==> src/rtl/fdg_pkg.sv <==
// Package for the frame decimation gate.
// Holds the field-select encoding and the field matching function.
// Assumes a single-bit field identity from the sensor interface.
package fdg_pkg;

    localparam int SEL_W = 2;

    typedef enum logic [SEL_W-1:0] {
        FSEL_ONLY_0  = 2'd0,
        FSEL_ONLY_1  = 2'd1,
        FSEL_ANY     = 2'd2,
        FSEL_ANY_ALT = 2'd3
    } fsel_e;

    // True when a frame with the given field identity is eligible under sel.
    function automatic logic field_match(input fsel_e sel, input logic fld);
        case (sel)
            FSEL_ONLY_0: field_match = ~fld;
            FSEL_ONLY_1: field_match = fld;
            default:     field_match = 1'b1;
        endcase
    endfunction

endpackage

==> src/rtl/fdg_field_filter.sv <==
// Field filter: decides whether the starting frame's field identity
// is eligible for capture under the current field select.
// Purely combinational; the caller samples the result at frame start.
module fdg_field_filter
    import fdg_pkg::*;
(
    input  logic             field_id,
    input  logic [SEL_W-1:0] sel,
    output logic             pass
);

    fsel_e sel_e;

    // Decode the select code and match it against the field identity.
    always_comb begin
        sel_e = fsel_e'(sel);
        pass  = field_match(sel_e, field_id);
    end

endmodule

==> src/rtl/fdg_group_counter.sv <==
// Decimation group counter.
// Counts eligible frames within a group of ratio+1 frames and flags the
// first frame of each group. Codes at or below RSV_CODE mean no decimation.
// Assumes frame_start is a single-cycle pulse; the code is sampled there.
// A change of code at a frame start, or enable low, restarts the group.
module fdg_group_counter #(
    parameter int CODE_W = 4
) (
    input  logic              clk,
    input  logic              rst_n,
    input  logic              enable,
    input  logic              frame_start,
    input  logic              field_ok,
    input  logic [CODE_W-1:0] code_in,
    output logic              keep
);

    localparam logic [CODE_W-1:0] RSV_CODE = CODE_W'(1);

    logic [CODE_W-1:0] cnt_q;
    logic [CODE_W-1:0] code_q;
    logic [CODE_W-1:0] ratio;
    logic [CODE_W-1:0] cnt_eff;
    logic [CODE_W-1:0] cnt_nxt;
    logic              code_chg;

    // Derive the effective ratio and the count position of this frame.
    always_comb begin
        code_chg = (code_in != code_q);
        ratio    = (code_in <= RSV_CODE) ? '0 : code_in;
        cnt_eff  = code_chg ? '0 : cnt_q;
        keep     = (cnt_eff == '0);
        cnt_nxt  = (cnt_eff >= ratio) ? '0 : cnt_eff + CODE_W'(1);
    end

    // Track the sampled code and advance the count on eligible frames.
    always_ff @(posedge clk) begin
        if (!rst_n) begin
            cnt_q  <= '0;
            code_q <= '0;
        end else if (!enable) begin
            cnt_q  <= '0;
        end else if (frame_start) begin
            code_q <= code_in;
            cnt_q  <= field_ok ? cnt_nxt : cnt_eff;
        end
    end


    cnt_range_chk: assert property (@(posedge clk) disable iff (!rst_n)
        (cnt_q <= code_q) && ((code_q > RSV_CODE) || (cnt_q == '0)));


    hold_zero_chk: assert property (@(posedge clk) disable iff (!rst_n)
        !enable |=> (cnt_q == '0));

endmodule

==> src/rtl/frame_decim_gate.sv <==
// Frame decimation and field gate (top).
// At each frame start, combines capture enable, the field filter and the
// decimation group counter into one accept decision. The decision is
// registered and gates the pixel valid strobe until the next frame start.
// Assumes frame_start is a one-cycle pulse aligned to clk and that pixels
// of a frame arrive after its frame_start cycle.
module frame_decim_gate #(
    parameter int CODE_W = 4
) (
    input  logic                      clk,
    input  logic                      rst_n,
    input  logic                      cap_en,
    input  logic                      frame_start,
    input  logic                      field_id,
    input  logic                      pix_valid_in,
    input  logic [CODE_W-1:0]         cfg_decim,
    input  logic [fdg_pkg::SEL_W-1:0] cfg_field_sel,
    output logic                      frame_accept,
    output logic                      pix_valid_out
);

    logic field_ok;
    logic keep;
    logic accept_q;

    fdg_field_filter u_filter (
        .field_id (field_id),
        .sel      (cfg_field_sel),
        .pass     (field_ok)
    );

    fdg_group_counter #(
        .CODE_W (CODE_W)
    ) u_counter (
        .clk         (clk),
        .rst_n       (rst_n),
        .enable      (cap_en),
        .frame_start (frame_start),
        .field_ok    (field_ok),
        .code_in     (cfg_decim),
        .keep        (keep)
    );

    // Latch the accept decision once per frame start.
    always_ff @(posedge clk) begin
        if (!rst_n) begin
            accept_q <= 1'b0;
        end else if (frame_start) begin
            accept_q <= cap_en & field_ok & keep;
        end
    end

    // Drive the outputs from the latched decision.
    always_comb begin
        frame_accept  = accept_q;
        pix_valid_out = pix_valid_in & accept_q;
    end


    accept_hold_chk: assert property (@(posedge clk) disable iff (!rst_n)
        !frame_start |=> $stable(frame_accept));


    off_reject_chk: assert property (@(posedge clk) disable iff (!rst_n)
        (frame_start && !cap_en) |=> !frame_accept);


    field0_reject_chk: assert property (@(posedge clk) disable iff (!rst_n)
        (frame_start && (cfg_field_sel == 2'd0) && field_id) |=> !frame_accept);


    pass_all_chk: assert property (@(posedge clk) disable iff (!rst_n)
        (frame_start && cap_en && (cfg_decim <= CODE_W'(1)) &&
         (cfg_field_sel[1] || (cfg_field_sel[0] == field_id))) |=> frame_accept);

endmodule

==> config.mk <==
export PLATFORM = sky130hd
export DESIGN_NAME = frame_decim_gate
export DESIGN_NICKNAME = d
export VERILOG_FILES = /design/src/rtl/fdg_pkg.sv /design/src/rtl/fdg_field_filter.sv /design/src/rtl/fdg_group_counter.sv /design/src/rtl/frame_decim_gate.sv
export SDC_FILE = /design/constraint.sdc
export NUM_CORES = 1
export LEC_CHECK = 0
export ABC_CLOCK_PERIOD_IN_PS = 4950
export BUFFER_PORTS_ARGS = -buffer_cell sky130_fd_sc_hd__buf_2
export CORE_AREA = 3 3 40 42
export CTS_BUF_LIST = sky130_fd_sc_hd__clkbuf_8
export DETAILED_ROUTE_END_ITERATION = 8
export DIE_AREA = 0 0 43 45
export PLACE_DENSITY = 0.75
export SLEW_MARGIN = 0
export SYNTH_ARGS = -nofsm -noshare
export SYNTH_HDL_FRONTEND = slang
export SYNTH_SLANG_ARGS = --single-unit
==> constraint.sdc <==
create_clock -name clk -period 4.95 [get_ports clk]
set_input_delay 0.2475 -clock clk [delete_from_list [all_inputs] [get_ports clk]]
set_output_delay 0.2475 -clock clk [all_outputs]
set_load 0.03 [all_outputs]
==> key figures, run 1 <==
Pwr
  • P_int: 145 uW
  • Switching Fraction: 25.5%
  • Leakage: 0.376 nW
  • Pwr Total: 194 uW
  • Flop pwr share: 39.7%
  • Comb power frac: 17.7%
  • Clock power frac: 42.6%
  • Peak VDD IR: 0.170 mV
  • NetSw: 49.6 uW
  • Power per cell area: 239 nW/um2

Setup path
  • Reg2Reg Capture Point: u_counter.cnt_q[2]
  • Req. time, crit path: 5.13 ns
  • Reg2reg start: u_counter.code_q[1]
  • Crit Path Class: reg -> reg
  • CP Data Arrival Time: 2.86 ns
  • Critical path launch point: u_counter.code_q[1]
  • Endpoint type of the worst setup path: flip-flop
  • Critical path launch point type: flip-flop
  • R2R Setup Slk: 2.27 ns
  • Max FO, Critical Path: 8
  • Worst Reg-to-Reg Cells: 10

Timing
  • Worst Tran Pin Value: 0.382 ns
  • Final Skew: 0.000765 ns
  • Final min period: 2.68 ns
  • Max-slew violations: 0
  • # setup viols final: 0
  • Tcrit/Tclk final: 54.2%
  • Hold Vio Cnt, Final: 0
  • Peak Freq: 373 MHz
  • Final setup TNS: 0 ns
  • RSZ-0062 raised after global routing: false
  • Slew HR: 74.4%

Route
  • 1st-iter DRT viols: 8
  • WL final: 1.36 mm
  • Routed length per instance: 12.5 um
  • Drt first pass iters: 4
  • Vias: 606
  • # DRC: 0
  • Post-route ant nets: 0
  • Vias per std cell: 5.56

Yosys
  • Post-synthesis sequential area ratio: 26.4%
  • Number of distinct library cells after synthesis: 30
  • Mapped Area: 683 um2
  • Synthesized area per cell: 8.87 um2
  • Post-Syn Nets: 95
  • Synth warn: 0
  • Cells after synthesis: 77
  • Synthesized flop and latch total: 9

CTS
  • CTS tree: done
  • Clock sinks: 9
  • Max H-tree Level: 1
  • CTS max path bufs: 2
  • Post-CTS setup buffer count: 0
  • Clock Tree Root: clkbuf_8
  • Worst-path clk slew: 0.04 ns
  • CTS Buf Count: 3
  • Hold buffer count at CTS: 0
  • CTS resizes: 0
  • Clk_lat worst skew: 0.23 ns

Place
  • Dpl cells: 105
  • HPWL after detailed placement: 1.07 mm
  • Final Wtd Congestion: 0.803
  • PortBufs: 13

Global route
  • Largest net degree at the start of global routing: 9
  • Gr ovfl total: 0
  • Vias in the first global route: 568
  • GR Util All Layers: 17.2%
  • First-pass GRT wire length: 2.35 mm
  • Initial antenna violation count: 0

Die
  • Die area: 1940 um2
  • Die height: 45 um
  • Num rows: 13
  • Starting density of the core: 53.2%
  • Ports: 14
  • Die Span X: 43 um
  • Core area: 1280 um2

Layout
  • # fillers: 121
  • Nets: 113
  • Synthesis-to-finish area growth: 18.9%
  • Final cell count without fillers: 109
  • Leading cell type in the layout, fill and taps excluded: buf_2
  • Inserted Diodes: 0
  • Most frequent cells in the layout: 13 x buf_2, 10 x nand2_1, 9 x dfxtp_1
  • Share of layout cells above drive strength 1: 28.7%

Hold path
  • Hold_sp: cap_en
  • Hold WC Path Type: in -> reg
  • Worst hold path cell count: 2
  • WHS Endpoint: u_counter.cnt_q[2]

Run status
  • Outcome: completed

Run
  • Max-cap violations: 0
## worst max-delay path, stage by stage (launching register included)
cell,delay (ns)
dfxtp_1,0.31
xor2_1,0.18
nor4_4,0.43
and2_2,0.24
inv_1,0.06
ha_1,0.28
nand2b_4,0.15
a2111oi_4,0.40
o211ai_1,0.18
nor4b_1,0.27
a41o_1,0.12
## power by group through the flow
stage / sequential, mW / combinational, mW / clock (mW)
final: 0.0771 / 0.0344 / 0.0828
after global routing: 0.0772 / 0.0383 / 0.0904
after CTS: 0.0770 / 0.0347 / 0.0860
after detailed placement: 0.0783 / 0.0342 / 0
after floorplan: 0.0789 / 0.0223 / 0
after global placement: 0.0782 / 0.0337 / 0
## routing by layer
layer,up-vias,global-route usage [%],wire [um]
met5,-,0,0
met4,0,12.7,38
met3,5,4.78,65
met2,13,27.5,610
met1,278,19.5,650
li1,310,-,-
## area by class of cell
cell class | count | area (um2) | share of cell area [%]
well taps | 15 | 18.8 | 2.31
clock inverters | 1 | 3.75 | 0.462
inverters | 7 | 26.3 | 3.24
clock buffers | 3 | 41.3 | 5.08
multi-input cells | 61 | 477 | 58.7
flip-flops and latches | 9 | 180 | 22.2
repair buffers | 13 | 65.1 | 8.01
## worst max-delay path by stage
stage                     slack [ns]                 end  depth (start not counted)
after floorplan                 2.45  u_counter.cnt_q[2]                         10
after global placement          2.21  u_counter.cnt_q[2]                         11
after detailed placement        2.19  u_counter.cnt_q[2]                         11
after CTS                       2.23  u_counter.cnt_q[2]                         10
after global routing            2.03  u_counter.cnt_q[2]                         10
final                           2.27  u_counter.cnt_q[2]                         10
## cells in the mapped netlist
cell type | n | share of area, %
nor4_4 | 1 | 3.1
nor3b_1 | 1 | 1.1
nand2b_1 | 2 | 1.8
nor4b_1 | 1 | 1.3
inv_1 | 7 | 3.8
or2_2 | 1 | 0.92
dfxtp_1 | 9 | 26
o22ai_1 | 1 | 0.92
a21oi_1 | 1 | 0.73
xnor2_1 | 1 | 1.3
nor2_1 | 3 | 1.6
o21ai_0 | 4 | 2.9
nand4_1 | 1 | 0.92
and2_1 | 2 | 1.8
a21boi_0 | 6 | 6.6
o21a_1 | 1 | 1.1
nor2b_1 | 1 | 0.92
a2111oi_4 | 1 | 4.0
o2111ai_1 | 1 | 1.3
o211a_1 | 1 | 1.5
ha_1 | 6 | 11
xor2_1 | 4 | 5.1
and2_2 | 3 | 3.3
nand2_1 | 10 | 5.5
a41o_1 | 1 | 1.5
nand2b_4 | 1 | 2.0
o31a_2 | 2 | 2.9
nand2_2 | 1 | 0.92
nor3_2 | 1 | 1.5
o211ai_1 | 2 | 2.2
## flip-flops by register name, indices dropped and copies added (netlist names)
register / flops
u_counter.code_q: 4
u_counter.cnt_q: 4
frame_accept: 1
## per-stage QoR
stage / instance area (um2) / hold WS (ns) / utilization [%] / setup slack (ns)
2_1_floorplan: 683 / 0.392 / - / 2.45
3_3_place_gp: 767 / 0.463 / 59.7 / 2.21
5_1_grt: 812 / 0.308 / 63.2 / 2.03
4_1_cts: 812 / 0.295 / 63.2 / 2.23
3_5_place_dp: 767 / 0.471 / 59.7 / 2.19
6_report: 812 / 0.297 / 63.2 / 2.27
## logic make-up after synthesis
family	after synthesis	share of synthesized area [%]
xor+xnor	5	6.41
compound gates	21	25.6
flops	9	26.4
buf+inv	7	3.85
fa+ha+maj	6	11.0
simple gates	29	26.7
Note: power is estimated with default switching activity, not from simulation.
==> inputs of run 2 (changes only) <==
--- a/config.mk
+++ b/config.mk
@@ -5,7 +5,7 @@
 export SDC_FILE = /design/constraint.sdc
 export NUM_CORES = 1
 export LEC_CHECK = 0
-export ABC_CLOCK_PERIOD_IN_PS = 4950
+export ABC_CLOCK_PERIOD_IN_PS = 2540
 export BUFFER_PORTS_ARGS = -buffer_cell sky130_fd_sc_hd__buf_2
 export CORE_AREA = 3 3 40 42
 export CTS_BUF_LIST = sky130_fd_sc_hd__clkbuf_8
==> constraint.sdc (replaced) <==
create_clock -name clk -period 2.54 [get_ports clk]
set_input_delay 0.127 -clock clk [delete_from_list [all_inputs] [get_ports clk]]
set_output_delay 0.127 -clock clk [all_outputs]
set_load 0.03 [all_outputs]
==> key figures, run 2 (synthesized netlist as in run 1, its figures left out) <==
Global route
  • Largest net degree at the start of global routing: 9
  • Initial antenna violation count: 0
  • Met3 usage: 4.78%
  • Met2 Use GR: 24.3%
  • Gr ovfl total: 0
  • First-pass GRT wire length: 2.17 mm
  • Vias in the first global route: 530
  • GR Util All Layers: 15.3%
  • M1 GR Usage: 19.6%
  • GR peak layer: met2

Layout
  • Synthesis-to-finish area growth: 29.5%
  • # fillers: 108
  • Share of layout cells above drive strength 1: 40.2%
  • Nets: 116
  • Area occupied by multi-input gates: 524 um2
  • Post-route cell area: 885 um2
  • Register area: 183 um2
  • Core Util, Final: 68.8%
  • Most frequent cells in the layout: 13 x buf_2, 10 x nand2_1, 7 x dfxtp_1
  • Leading cell type in the layout, fill and taps excluded: buf_2
  • Inserted Diodes: 0
  • Final cell count without fillers: 112

Setup path
  • Max FO, Critical Path: 7
  • Crit path buf inv count: 1
  • CP max-delay cell: dfxtp_2
  • Critical path launch point type: flip-flop
  • CP Data Arrival Time: 2.60 ns
  • Req. time, crit path: 2.71 ns
  • Crit Path Class: reg -> reg
  • Largest delay share family, worst path: simple AND/OR/NAND/NOR gates
  • Endpoint type of the worst setup path: flip-flop
  • Worst path max stage delay: 0.33 ns
  • CP cell instances: xor2_2 > nor4_4 > buf_4 > and2_2 > ha_1 > o21a_1 > nor2_1 > o211ai_1 > nor4b_2 > a41o_1

Die
  • Die area: 1940 um2
  • Num rows: 13
  • Die Span X: 43 um
  • Ports: 14
  • Starting density of the core: 53.2%
  • Core area: 1280 um2
  • Die height: 45 um

Timing
  • Tcrit/Tclk final: 95.6%
  • Worst Tran Pin Value: 0.327 ns
  • # setup viols final: 0
  • Hold Vio Cnt, Final: 0
  • Final Skew: 0.00254 ns
  • Slew HR: 78.2%
  • Peak Freq: 412 MHz
  • Final worst slack: 0.113 ns
  • Final min period: 2.43 ns
  • Max-slew violations: 0
  • Final setup TNS: 0 ns
  • Worst hold slack: 0.187 ns

CTS
  • Clk_lat worst skew: 0.23 ns
  • CTS tree: done
  • Clock Tree Root: clkbuf_8
  • CTS Buf Count: 3
  • Max H-tree Level: 1
  • Clock sinks: 9
  • Worst-path clk slew: 0.05 ns
  • Hold buffer count at CTS: 0
  • CTS max path bufs: 2

Route
  • Drt first pass iters: 4
  • # DRC: 0
  • 1st-iter DRT viols: 14
  • Vias: 607
  • Vias per std cell: 5.42
  • Routed length per instance: 13.1 um
  • Post-route ant nets: 0
  • WL final: 1.47 mm

Pwr
  • Peak VDD IR: 0.347 mV
  • Power per cell area: 439 nW/um2
  • Leakage: 0.392 nW
  • Pwr Total: 389 uW

Hold path
  • Hold WC Path Type: in -> reg

Place
  • DP Worst Slack: 0.00332 ns
  • Dpl cells: 106
  • PortBufs: 13
  • Final Wtd Congestion: 0.759
  • Post-DP Area: 774 um2
  • HPWL after detailed placement: 1.07 mm

Run
  • Max-cap violations: 0

Run status
  • Outcome: completed
[run 2: report_power, final]
| group | internal, mW | leakage (nW) | switching, mW |
|---|---|---|---|
| Sequential | 0.147 | 0.0742 | 0.00385 |
| Clock | 0.105 | 0.0269 | 0.0580 |
| Combinational | 0.0345 | 0.291 | 0.0399 |
[run 2: final timing paths]
kind,from,end,slack (ns),cells past startpoint
worst max-delay path,u_counter.code_q[2],u_counter.cnt_q[2],0.11,10
worst min-delay path,cap_en,u_counter.cnt_q[2],0.19,2
worst max register to register,u_counter.code_q[2],u_counter.cnt_q[2],0.11,10
worst min register to register,u_counter.code_q[1],u_counter.code_q[1],0.48,2
[run 2: cell type report]
type	count	share of cell area, %
clock inverter	1	0.424
sequential	9	20.7
timing repair buffer	16	9.90
inverter	7	2.97
multi-input combinational	61	59.3
tap	15	2.12
clock buffer	3	4.67
[run 2: worst reg2reg max path: cells and delay by family (launching register included)]
| kind | cells | cell delay (ns) |
|---|---|---|
| buffers and inverters | 1 | 0.19 |
| AOI/OAI and AO/OA | 3 | 0.49 |
| adders and majority gates | 1 | 0.23 |
| xor gates and xnor gates | 1 | 0.16 |
| DFF | 1 | 0.33 |
| and+or+nand+nor | 4 | 0.96 |
[run 2: layer usage]
| metal | vias to the layer above | wire length [um] | part of all wire (%) |
|---|---|---|---|
| met5 | - | 0 | 0 |
| met4 | 0 | 21 | 1.4 |
| met3 | 4 | 76 | 5.2 |
| met2 | 16 | 705 | 48 |
| met1 | 278 | 661 | 45 |
| li1 | 309 | - | - |
[run 2: what timing repair did]
item	4_1_cts	5_1_grt
setup endpoints to repair	1	2
gates resized for setup	1	10
pin swaps	0	7
buffers inserted	0	2
==> inputs of run 3 (changes only) <==
--- a/config.mk
+++ b/config.mk
@@ -5,13 +5,14 @@
 export SDC_FILE = /design/constraint.sdc
 export NUM_CORES = 1
 export LEC_CHECK = 0
+export ABC_AREA = 1
 export ABC_CLOCK_PERIOD_IN_PS = 2540
 export BUFFER_PORTS_ARGS = -buffer_cell sky130_fd_sc_hd__buf_2
 export CORE_AREA = 3 3 40 42
 export CTS_BUF_LIST = sky130_fd_sc_hd__clkbuf_8
 export DETAILED_ROUTE_END_ITERATION = 8
 export DIE_AREA = 0 0 43 45
-export PLACE_DENSITY = 0.75
+export PLACE_DENSITY = 0.77
 export SLEW_MARGIN = 0
 export SYNTH_ARGS = -nofsm -noshare
 export SYNTH_HDL_FRONTEND = slang
==> key figures, run 3 <==
Run status
  • Outcome: completed

Place
  • PortBufs: 13
  • Final Wtd Congestion: 0.782
  • Dpl cells: 127
  • Post-DP Area: 792 um2
  • HPWL after detailed placement: 1.24 mm

Pwr
  • Power per cell area: 470 nW/um2
  • Peak VDD IR: 0.344 mV
  • Leakage: 0.435 nW
  • Pwr Total: 394 uW

Timing
  • Peak Freq: 473 MHz
  • Worst Tran Pin Value: 0.421 ns
  • Tcrit/Tclk final: 83.3%
  • Max-slew violations: 0
  • RSZ-0062 raised after global routing: false
  • Final min period: 2.12 ns
  • Final Skew: 0.00343 ns
  • Hold Vio Cnt, Final: 0
  • # setup viols final: 0
  • Final setup TNS: 0 ns
  • Slew HR: 71.8%

Yosys
  • Count leader, synth: nand2_1
  • Synth warn: 0
  • Post-synthesis async set-or-reset flop share: 0%
  • Cells after synthesis: 99
  • Number of distinct library cells after synthesis: 22
  • Post-Syn Nets: 117
  • Post-synthesis sequential area ratio: 25.4%
  • Mapped Area: 708 um2
  • Synth top cells by count: 23 x nand2_1, 14 x inv_1, 10 x a21oi_1
  • Synthesized flop and latch total: 9
  • Area contributors post-synth: dfxtp_1 25%, nand2_1 12%, ha_1 11%
  • Number of flops mapped to enable cells by yosys: 0
  • Leading area contributor after synthesis: dfxtp_1
  • Most used DFF post-synth: dfxtp_1
  • Synthesized area per cell: 7.15 um2
  • Synth top area share: 25.4%

Layout
  • Core Util, Final: 65.1%
  • Final cell count without fillers: 131
  • Post-route cell area: 837 um2
  • Most frequent cells in the layout: 23 x nand2_1, 15 x inv_1, 13 x buf_2
  • Synthesis-to-finish area growth: 18.2%
  • Share of layout cells above drive strength 1: 29.3%
  • Inserted Diodes: 0
  • Nets: 135
  • Leading cell type in the layout, fill and taps excluded: nand2_1

Route
  • Routed length per instance: 11.2 um
  • WL final: 1.47 mm
  • Post-route ant nets: 0
  • Vias: 682
  • 1st-iter DRT viols: 12
  • Vias per std cell: 5.21
  • # DRC: 0
  • Drt first pass iters: 3

CTS
  • Clock sinks: 9
  • Hold buffer count at CTS: 0
  • CTS resizes: 0
  • CTS max path bufs: 2
  • Clock Tree Root: clkbuf_8
  • Max H-tree Level: 1
  • CTS tree: done
  • Worst-path clk slew: 0.05 ns
  • Clk_lat worst skew: 0.23 ns
  • CTS Buf Count: 3
  • Post-CTS setup buffer count: 0

Die
  • Core area: 1280 um2
  • Ports: 14
  • Num rows: 13
  • Die height: 45 um
  • Die area: 1940 um2
  • Die Span X: 43 um
  • Starting density of the core: 55.1%

Global route
  • Initial antenna violation count: 0
  • First-pass GRT wire length: 2.59 mm
  • Gr ovfl total: 0
  • GR Util All Layers: 17.7%
  • Vias in the first global route: 659
  • Largest net degree at the start of global routing: 9

Setup path
  • Reg2reg start: u_counter.code_q[1]
  • Req. time, crit path: 2.70 ns
  • Critical path launch point type: flip-flop
  • Max FO, Critical Path: 4
  • CP Data Arrival Time: 2.28 ns
  • Reg2Reg Capture Point: u_counter.cnt_q[2]
  • R2R Setup Slk: 0.42 ns
  • Crit Path Class: reg -> reg
  • Worst Reg-to-Reg Cells: 14
  • Endpoint type of the worst setup path: flip-flop

Hold path
  • Hold WC Path Type: in -> reg
  • Worst hold path cell count: 3
  • Hold_sp: rst_n
  • WHS Endpoint: u_counter.code_q[1]

Run
  • Max-cap violations: 0
run 3: final cells by class:
cell class              count  area, um2
multi-input cells          72        460
fillers                   118        448
flip-flops and latches      9        180
inverters                  18       67.6
repair buffers             13       65.1
clock buffers               3       41.3
well taps                  15       18.8
clock inverters             1       3.75
run 3: through the flow:
step | hold slack, ns | setup WS, ns
2_1_floorplan | 0.265 | 0.675
3_3_place_gp | 0.424 | 0.475
3_5_place_dp | 0.441 | 0.413
4_1_cts | 0.195 | 0.385
5_1_grt | 0.197 | 0.168
6_report | 0.184 | 0.424
run 3: worst max-delay path, stage by stage (launching register included):
cell	delay, ns
dfxtp_1	0.35
inv_1	0.06
nand2_1	0.07
nand2_2	0.09
nor2_8	0.14
nand2_1	0.08
nor2_2	0.15
ha_1	0.27
inv_1	0.07
o21bai_1	0.07
nand3_1	0.07
nand3_1	0.10
a21oi_1	0.27
nand3_1	0.12
a21oi_1	0.14
run 3: worst max path at each step:
stage                         endpoint  slack [ns]           startpoint  depth (start not counted)
global route        u_counter.cnt_q[2]        0.17  u_counter.code_q[1]                         14
CTS                 u_counter.cnt_q[2]        0.39  u_counter.code_q[1]                         12
global placement    u_counter.cnt_q[2]        0.47  u_counter.code_q[1]                         12
detailed placement  u_counter.cnt_q[2]        0.41  u_counter.code_q[1]                         14
finish              u_counter.cnt_q[2]        0.42  u_counter.code_q[1]                         14
floorplan           u_counter.cnt_q[0]        0.68  u_counter.code_q[1]                         14
run 3: report_power, final:
part | switching, mW | internal, mW
registers | 0.00388 | 0.148
clock network | 0.0583 | 0.105
logic | 0.0497 | 0.0282
total | 0.112 | 0.282
run 3: layer usage:
layer	vias up	GRT usage [%]	wire length, um
met4	0	7.23	21
met5	-	0	0
met3	2	1.59	64
met1	307	22.0	679
li1	358	-	-
met2	15	31.4	704
run 3: kinds of logic after synthesis:
kind of cell    share of synthesized area, %
compound gates                          17.0
flops                                   25.4
simple gates                            37.5
fa+ha+maj                               10.6
buf+inv                                 9.54
